$ cat src/rtl/edge_smooth_pkg.sv
package edge_smooth_pkg;
  localparam int NUM_TAPS   = 16;
  localparam int NUM_OUT    = NUM_TAPS - 2;
  localparam int MED_LO     = 4;
  localparam int MED_HI     = 11;
  localparam int MED_TAPS   = MED_HI - MED_LO + 1;
  localparam int MED_OUTS   = MED_TAPS - 2;
  localparam int MED_OFS    = MED_LO;
  localparam int MED_RAD    = 3;
  localparam int MED_SHIFT  = 3;
  localparam int WIDE_RAD   = 7;
  localparam int WIDE_SHIFT = 4;

  function automatic int clamp_idx(input int v, input int lo, input int hi);
    if (v < lo) return lo;
    if (v > hi) return hi;
    return v;
  endfunction
endpackage

$ cat src/rtl/sum_chain.sv
module sum_chain
  import edge_smooth_pkg::*;
#(
  parameter int BD    = 10,
  parameter int NPIX  = 16,
  parameter int RAD   = 7,
  parameter int SHIFT = 4
) (
  input  logic          clk,
  input  logic          rst,
  input  logic [BD-1:0] px  [NPIX],
  output logic [BD-1:0] res [NPIX-2]
);
  localparam int SW    = BD + SHIFT + 1;
  localparam int ROUND = 1 << (SHIFT - 1);

  logic [SW-1:0] sums [1:NPIX-2];

  // first output position (index 1): direct weighted sum
  always_comb begin
    logic [SW-1:0] acc;
    acc = SW'(ROUND) + SW'(px[1]);
    for (int j = 1 - RAD; j <= 1 + RAD; j++)
      acc = acc + SW'(px[clamp_idx(j, 0, NPIX - 1)]);
    sums[1] = acc;
  end

  for (genvar k = 2; k <= NPIX - 2; k++) begin : g_step
    localparam int DROP_FAR = clamp_idx(k - 1 - RAD, 0, NPIX - 1);
    localparam int ADD_FAR  = clamp_idx(k + RAD, 0, NPIX - 1);
    assign sums[k] = sums[k-1] - SW'(px[DROP_FAR]) - SW'(px[k-1])
                   + SW'(px[k]) + SW'(px[ADD_FAR]);
  end

  for (genvar k = 1; k <= NPIX - 2; k++) begin : g_out
    assign res[k-1] = sums[k][SHIFT +: BD];
    // the top sum bit is headroom only; an average never reaches it
    a_r8_sum_fits: assert property (@(posedge clk) disable iff (rst)
      sums[k][SW-1] == 1'b0);
  end
endmodule

$ cat src/rtl/out_select.sv
module out_select
  import edge_smooth_pkg::*;
#(
  parameter int BD = 10
) (
  input  logic          sel_med,
  input  logic          sel_wide,
  input  logic [BD-1:0] orig [NUM_OUT],
  input  logic [BD-1:0] med  [MED_OUTS],
  input  logic [BD-1:0] wide [NUM_OUT],
  output logic [BD-1:0] pick [NUM_OUT]
);
  // output m carries input index m+1; medium output n carries input MED_OFS+1+n
  localparam int MED_FIRST_OUT = MED_OFS;

  for (genvar m = 0; m < NUM_OUT; m++) begin : g_pick
    if (m >= MED_FIRST_OUT && m < MED_FIRST_OUT + MED_OUTS) begin : g_both
      assign pick[m] = sel_wide ? wide[m] :
                       sel_med  ? med[m - MED_FIRST_OUT] : orig[m];
    end else begin : g_wide_only
      assign pick[m] = sel_wide ? wide[m] : orig[m];
    end
  end
endmodule

$ cat src/rtl/edge_smooth_top.sv
module edge_smooth_top
  import edge_smooth_pkg::*;
#(
  parameter int BD = 10
) (
  input  logic                  clk,
  input  logic                  rst,
  input  logic                  in_valid,
  input  logic                  sel_med,
  input  logic                  sel_wide,
  input  logic [NUM_TAPS*BD-1:0] pix_in,
  output logic                  out_valid,
  output logic [NUM_OUT*BD-1:0] pix_out
);
  logic [BD-1:0] taps     [NUM_TAPS];
  logic [BD-1:0] med_taps [MED_TAPS];
  logic [BD-1:0] orig     [NUM_OUT];
  logic [BD-1:0] med_res  [MED_OUTS];
  logic [BD-1:0] wide_res [NUM_OUT];
  logic [BD-1:0] pick     [NUM_OUT];

  for (genvar k = 0; k < NUM_TAPS; k++) begin : g_unpack
    assign taps[k] = pix_in[k*BD +: BD];
  end
  for (genvar k = 0; k < MED_TAPS; k++) begin : g_med_win
    assign med_taps[k] = taps[MED_LO + k];
  end
  for (genvar m = 0; m < NUM_OUT; m++) begin : g_orig
    assign orig[m] = taps[m + 1];
  end

  sum_chain #(.BD(BD), .NPIX(MED_TAPS), .RAD(MED_RAD), .SHIFT(MED_SHIFT)) u_med (
    .clk (clk),
    .rst (rst),
    .px  (med_taps),
    .res (med_res)
  );

  sum_chain #(.BD(BD), .NPIX(NUM_TAPS), .RAD(WIDE_RAD), .SHIFT(WIDE_SHIFT)) u_wide (
    .clk (clk),
    .rst (rst),
    .px  (taps),
    .res (wide_res)
  );

  out_select #(.BD(BD)) u_sel (
    .sel_med  (sel_med),
    .sel_wide (sel_wide),
    .orig     (orig),
    .med      (med_res),
    .wide     (wide_res),
    .pick     (pick)
  );

  always_ff @(posedge clk) begin
    if (rst) begin
      out_valid <= 1'b0;
      pix_out   <= '0;
    end else begin
      out_valid <= in_valid;
      if (in_valid) begin
        for (int m = 0; m < NUM_OUT; m++) pix_out[m*BD +: BD] <= pick[m];
      end
    end
  end

  a_r2_valid_follows: assert property (@(posedge clk) disable iff (rst)
    out_valid == $past(in_valid && !rst));

  a_r2_hold: assert property (@(posedge clk) disable iff (rst)
    (!$past(in_valid) && !$past(rst)) |-> $stable(pix_out));

  a_r6_passthrough: assert property (@(posedge clk) disable iff (rst)
    (out_valid && !$past(sel_med) && !$past(sel_wide))
      |-> pix_out == $past(pix_in[BD +: NUM_OUT*BD]));

  a_r5_outer_kept: assert property (@(posedge clk) disable iff (rst)
    (out_valid && $past(sel_med) && !$past(sel_wide))
      |-> (pix_out[0 +: 4*BD] == $past(pix_in[BD +: 4*BD]) &&
           pix_out[10*BD +: 4*BD] == $past(pix_in[11*BD +: 4*BD])));
endmodule

$ cat config.mk
export PLATFORM = sky130hd
export DESIGN_NAME = edge_smooth_top
export DESIGN_NICKNAME = d
export VERILOG_FILES = /design/src/rtl/edge_smooth_pkg.sv /design/src/rtl/sum_chain.sv /design/src/rtl/out_select.sv /design/src/rtl/edge_smooth_top.sv
export SDC_FILE = /design/constraint.sdc
export NUM_CORES = 2
export LEC_CHECK = 0
export ABC_AREA = 1
export CAP_MARGIN = 25
export CORE_UTILIZATION = 65
export DETAILED_ROUTE_END_ITERATION = 6
export DONT_BUFFER_PORTS = 1
export GPL_ROUTABILITY_DRIVEN = 0
export PLACE_DENSITY = 0.88
export REMOVE_ABC_BUFFERS = 1
export SLEW_MARGIN = 10
export SYNTH_ARGS = -nofsm -noshare
export SYNTH_HDL_FRONTEND = slang
export SYNTH_HIERARCHICAL = 1
export SYNTH_SLANG_ARGS = --single-unit
$ cat constraint.sdc
create_clock -name clk -period 38.8 [get_ports clk]
set_input_delay 11.64 -clock clk [delete_from_list [all_inputs] [get_ports clk]]
set_output_delay 11.64 -clock clk [all_outputs]
set_load 0.05 [all_outputs]
==> flow_summary.ini <==
[floorplan]
dieArea_um2 = 56300
rows = 85
die_h_um = 237
die_x_um = 237
start_util_pct = 66.3
io_pins = 306
core-area_um2 = 54200

[logic_synthesis]
yosysSeqAreaShare_pct = 7.85
synth-edff-count = 0
syn_area_um2 = 36000
synth_cell_type_count = 50
synth_cells = 4657
yosys_warnings = 6
async_reset_ff_share_pct = 0
synth_seq_cells = 141
ys.flop_type = dfxtp_1
syn-mean-instance-area_um2 = 7.73

[final_layout]
multi_input_area_um2 = 27900
nFillCells = 4152
stdcell_area_um2 = 36900
nets = 5754
regArea_um2 = 2820
drive_gt1_share_pct = 2.74
final_common_cell = inv_1
area_delta_synth_final_pct = 2.68
layout_common_cells = inv_1 (1,271), nand2_1 (1,001), fa_1 (663), nor2_1 (353), ha_1 (337)

[timing]
hold_viol = 0
tightestPinTransition_ns = 0.969
finalSetupViolCount = 0
maxSlewViolCount = 0
fin_crit_sh_pct = 89.9
layout_min_cycle_time_ns = 34.88
relSlewSlack_pct = 35.3
fmax_mhz = 28.7
setup-tns-final_ns = 0
rsz0062_at_grt = false
fin_skew_ns = 0

[clock_tree]
clockRootBuffer = clkbuf_16
cts_sinks = 141
hold_buffers = 0
cts_htree_levels = 4
insertion_delay_ns = 0.50
cts_buffers = 17
cts_setup_buffers = 0
clockBufferDepth = 2
path_clk_slew_ns = 0.07
cts_tree = built
cts_resized = 0

[place]
port-buffer-count = 0
dp_hpwl_um = 92800
place_area_um2 = 36400

[global_route]
antenna_found_initial = 2
grt_max_degree = 282
overflow = 0
grt_pass1_vias = 30500
grt_usage_pct = 40.4
grt_pass1_wl_um = 170000

[detailed_routing]
routed_wl_um = 111000
viasPerCell = 5.67
vias = 30000
antenna_left = 0
wl_per_cell_um = 20.9
drc = 2
drtIter0Drc = 3250
firstDrtPassIters = 7

[worst_setup_path]
max_stage_delay_ns = 0.59
path_class = in -> reg
required_ns = 39.19
critical_path.most_common_cell = ha_1
worstRegToRegCells = 2
start_kind = primary input
cp_max_fo = 5
crit_path_end_kind = flip-flop
cp_data_arrival_time_ns = 35.27
slowest_stage = xor2_1

[status]
violations = DRC
status = complete, but fails checks

[hold_path]
hold_depth = 2
min_path_type = reg -> reg

[flow_run]
drv_cap = 0
final timing paths:
| check | startpoint | to | slack, ns |
|---|---|---|---|
| worst max register to register | pix_out[28] | pix_out[28] | 37.83 |
| worst min register to register | pix_out[76] | pix_out[76] | 0.71 |
| worst min-delay path | pix_out[76] | pix_out[76] | 0.71 |
| worst max-delay path | pix_in[24] | pix_out[139] | 3.92 |
synthesized netlist by cell type, drive strengths merged, types with 2 or more instances:
| master | number | area share [%] |
|---|---|---|
| a21boi | 2 | 0.042 |
| a21o | 8 | 0.17 |
| a21oi | 206 | 2.9 |
| a31oi | 12 | 0.21 |
| and2 | 6 | 0.11 |
| buf | 78 | 1.3 |
| clkbuf | 12 | 0.13 |
| dfxtp | 141 | 7.8 |
| fa | 663 | 37 |
| ha | 337 | 12 |
| inv | 1275 | 13 |
| nand2 | 1038 | 11 |
| nand3 | 159 | 2.5 |
| nand3b | 3 | 0.083 |
| nand4 | 11 | 0.19 |
| nor2 | 360 | 3.8 |
| nor3 | 8 | 0.11 |
| o2111ai | 9 | 0.24 |
| o211ai | 3 | 0.063 |
| o21a | 3 | 0.063 |
| o21ai | 61 | 0.88 |
| o21bai | 36 | 0.78 |
| o31ai | 4 | 0.097 |
| or2 | 3 | 0.052 |
| xnor2 | 63 | 1.6 |
| xor2 | 152 | 3.8 |
flip-flops by register name, indices dropped and copies added (netlist names):
register,count
pix_out,140
out_valid,1
stage by stage:
stage	cells	setup WS, ns	util (%)	hold WS [ns]
after global placement	5266	4.62	67.1	0.700
after detailed placement	5266	4.35	67.1	0.703
after global routing	5297	3.53	68.1	0.727
after floorplan	4567	7.70	-	0.689
final	5298	3.92	68.1	0.713
after CTS	5297	4.81	68.1	0.712
layout make-up:
| type | instances | area share, % |
|---|---|---|
| Antenna cell | 1 | 0.00677 |
| Clock buffer | 17 | 1.15 |
| Clock inverter | 14 | 0.369 |
| Inverter | 1276 | 13.0 |
| Multi-Input combinational cell | 3150 | 75.4 |
| Sequential cell | 141 | 7.64 |
| Tap cell | 696 | 2.36 |
| Timing Repair Buffer | 3 | 0.0610 |
critical path: cells and delay by family:
family                     cells  cell delay (ns)
and+or+nand+nor               12             0.96
xor gates and xnor gates      14             5.18
buffers and inverters          8             0.61
AOI/OAI and AO/OA             10             2.89
adders and majority gates     34            13.96
cells by family (layout without fill, tap and decap cells):
| kind of cell | count (synthesis) | in the layout | synth area share, % |
|---|---|---|---|
| compound gates | 347 | 347 | 5.54 |
| xor+xnor | 215 | 215 | 5.36 |
| fa+ha+maj | 1000 | 1000 | 48.6 |
| buf+inv | 1366 | 1310 | 14.7 |
| flops | 141 | 141 | 7.85 |
| other cells | 0 | 1 | 0 |
| simple gates | 1588 | 1588 | 18.0 |
routing by layer:
metal	track usage (%)	vias up	share of wire, %
met4	32.1	2	9.2
met1	48.0	14000	35
met3	14.0	515	13
met5	0	-	0.013
li1	-	13500	-
met2	59.9	2032	43
Power is not shown: default switching activity piles up to over one toggle a cycle in this logic, so the estimate is an artifact.
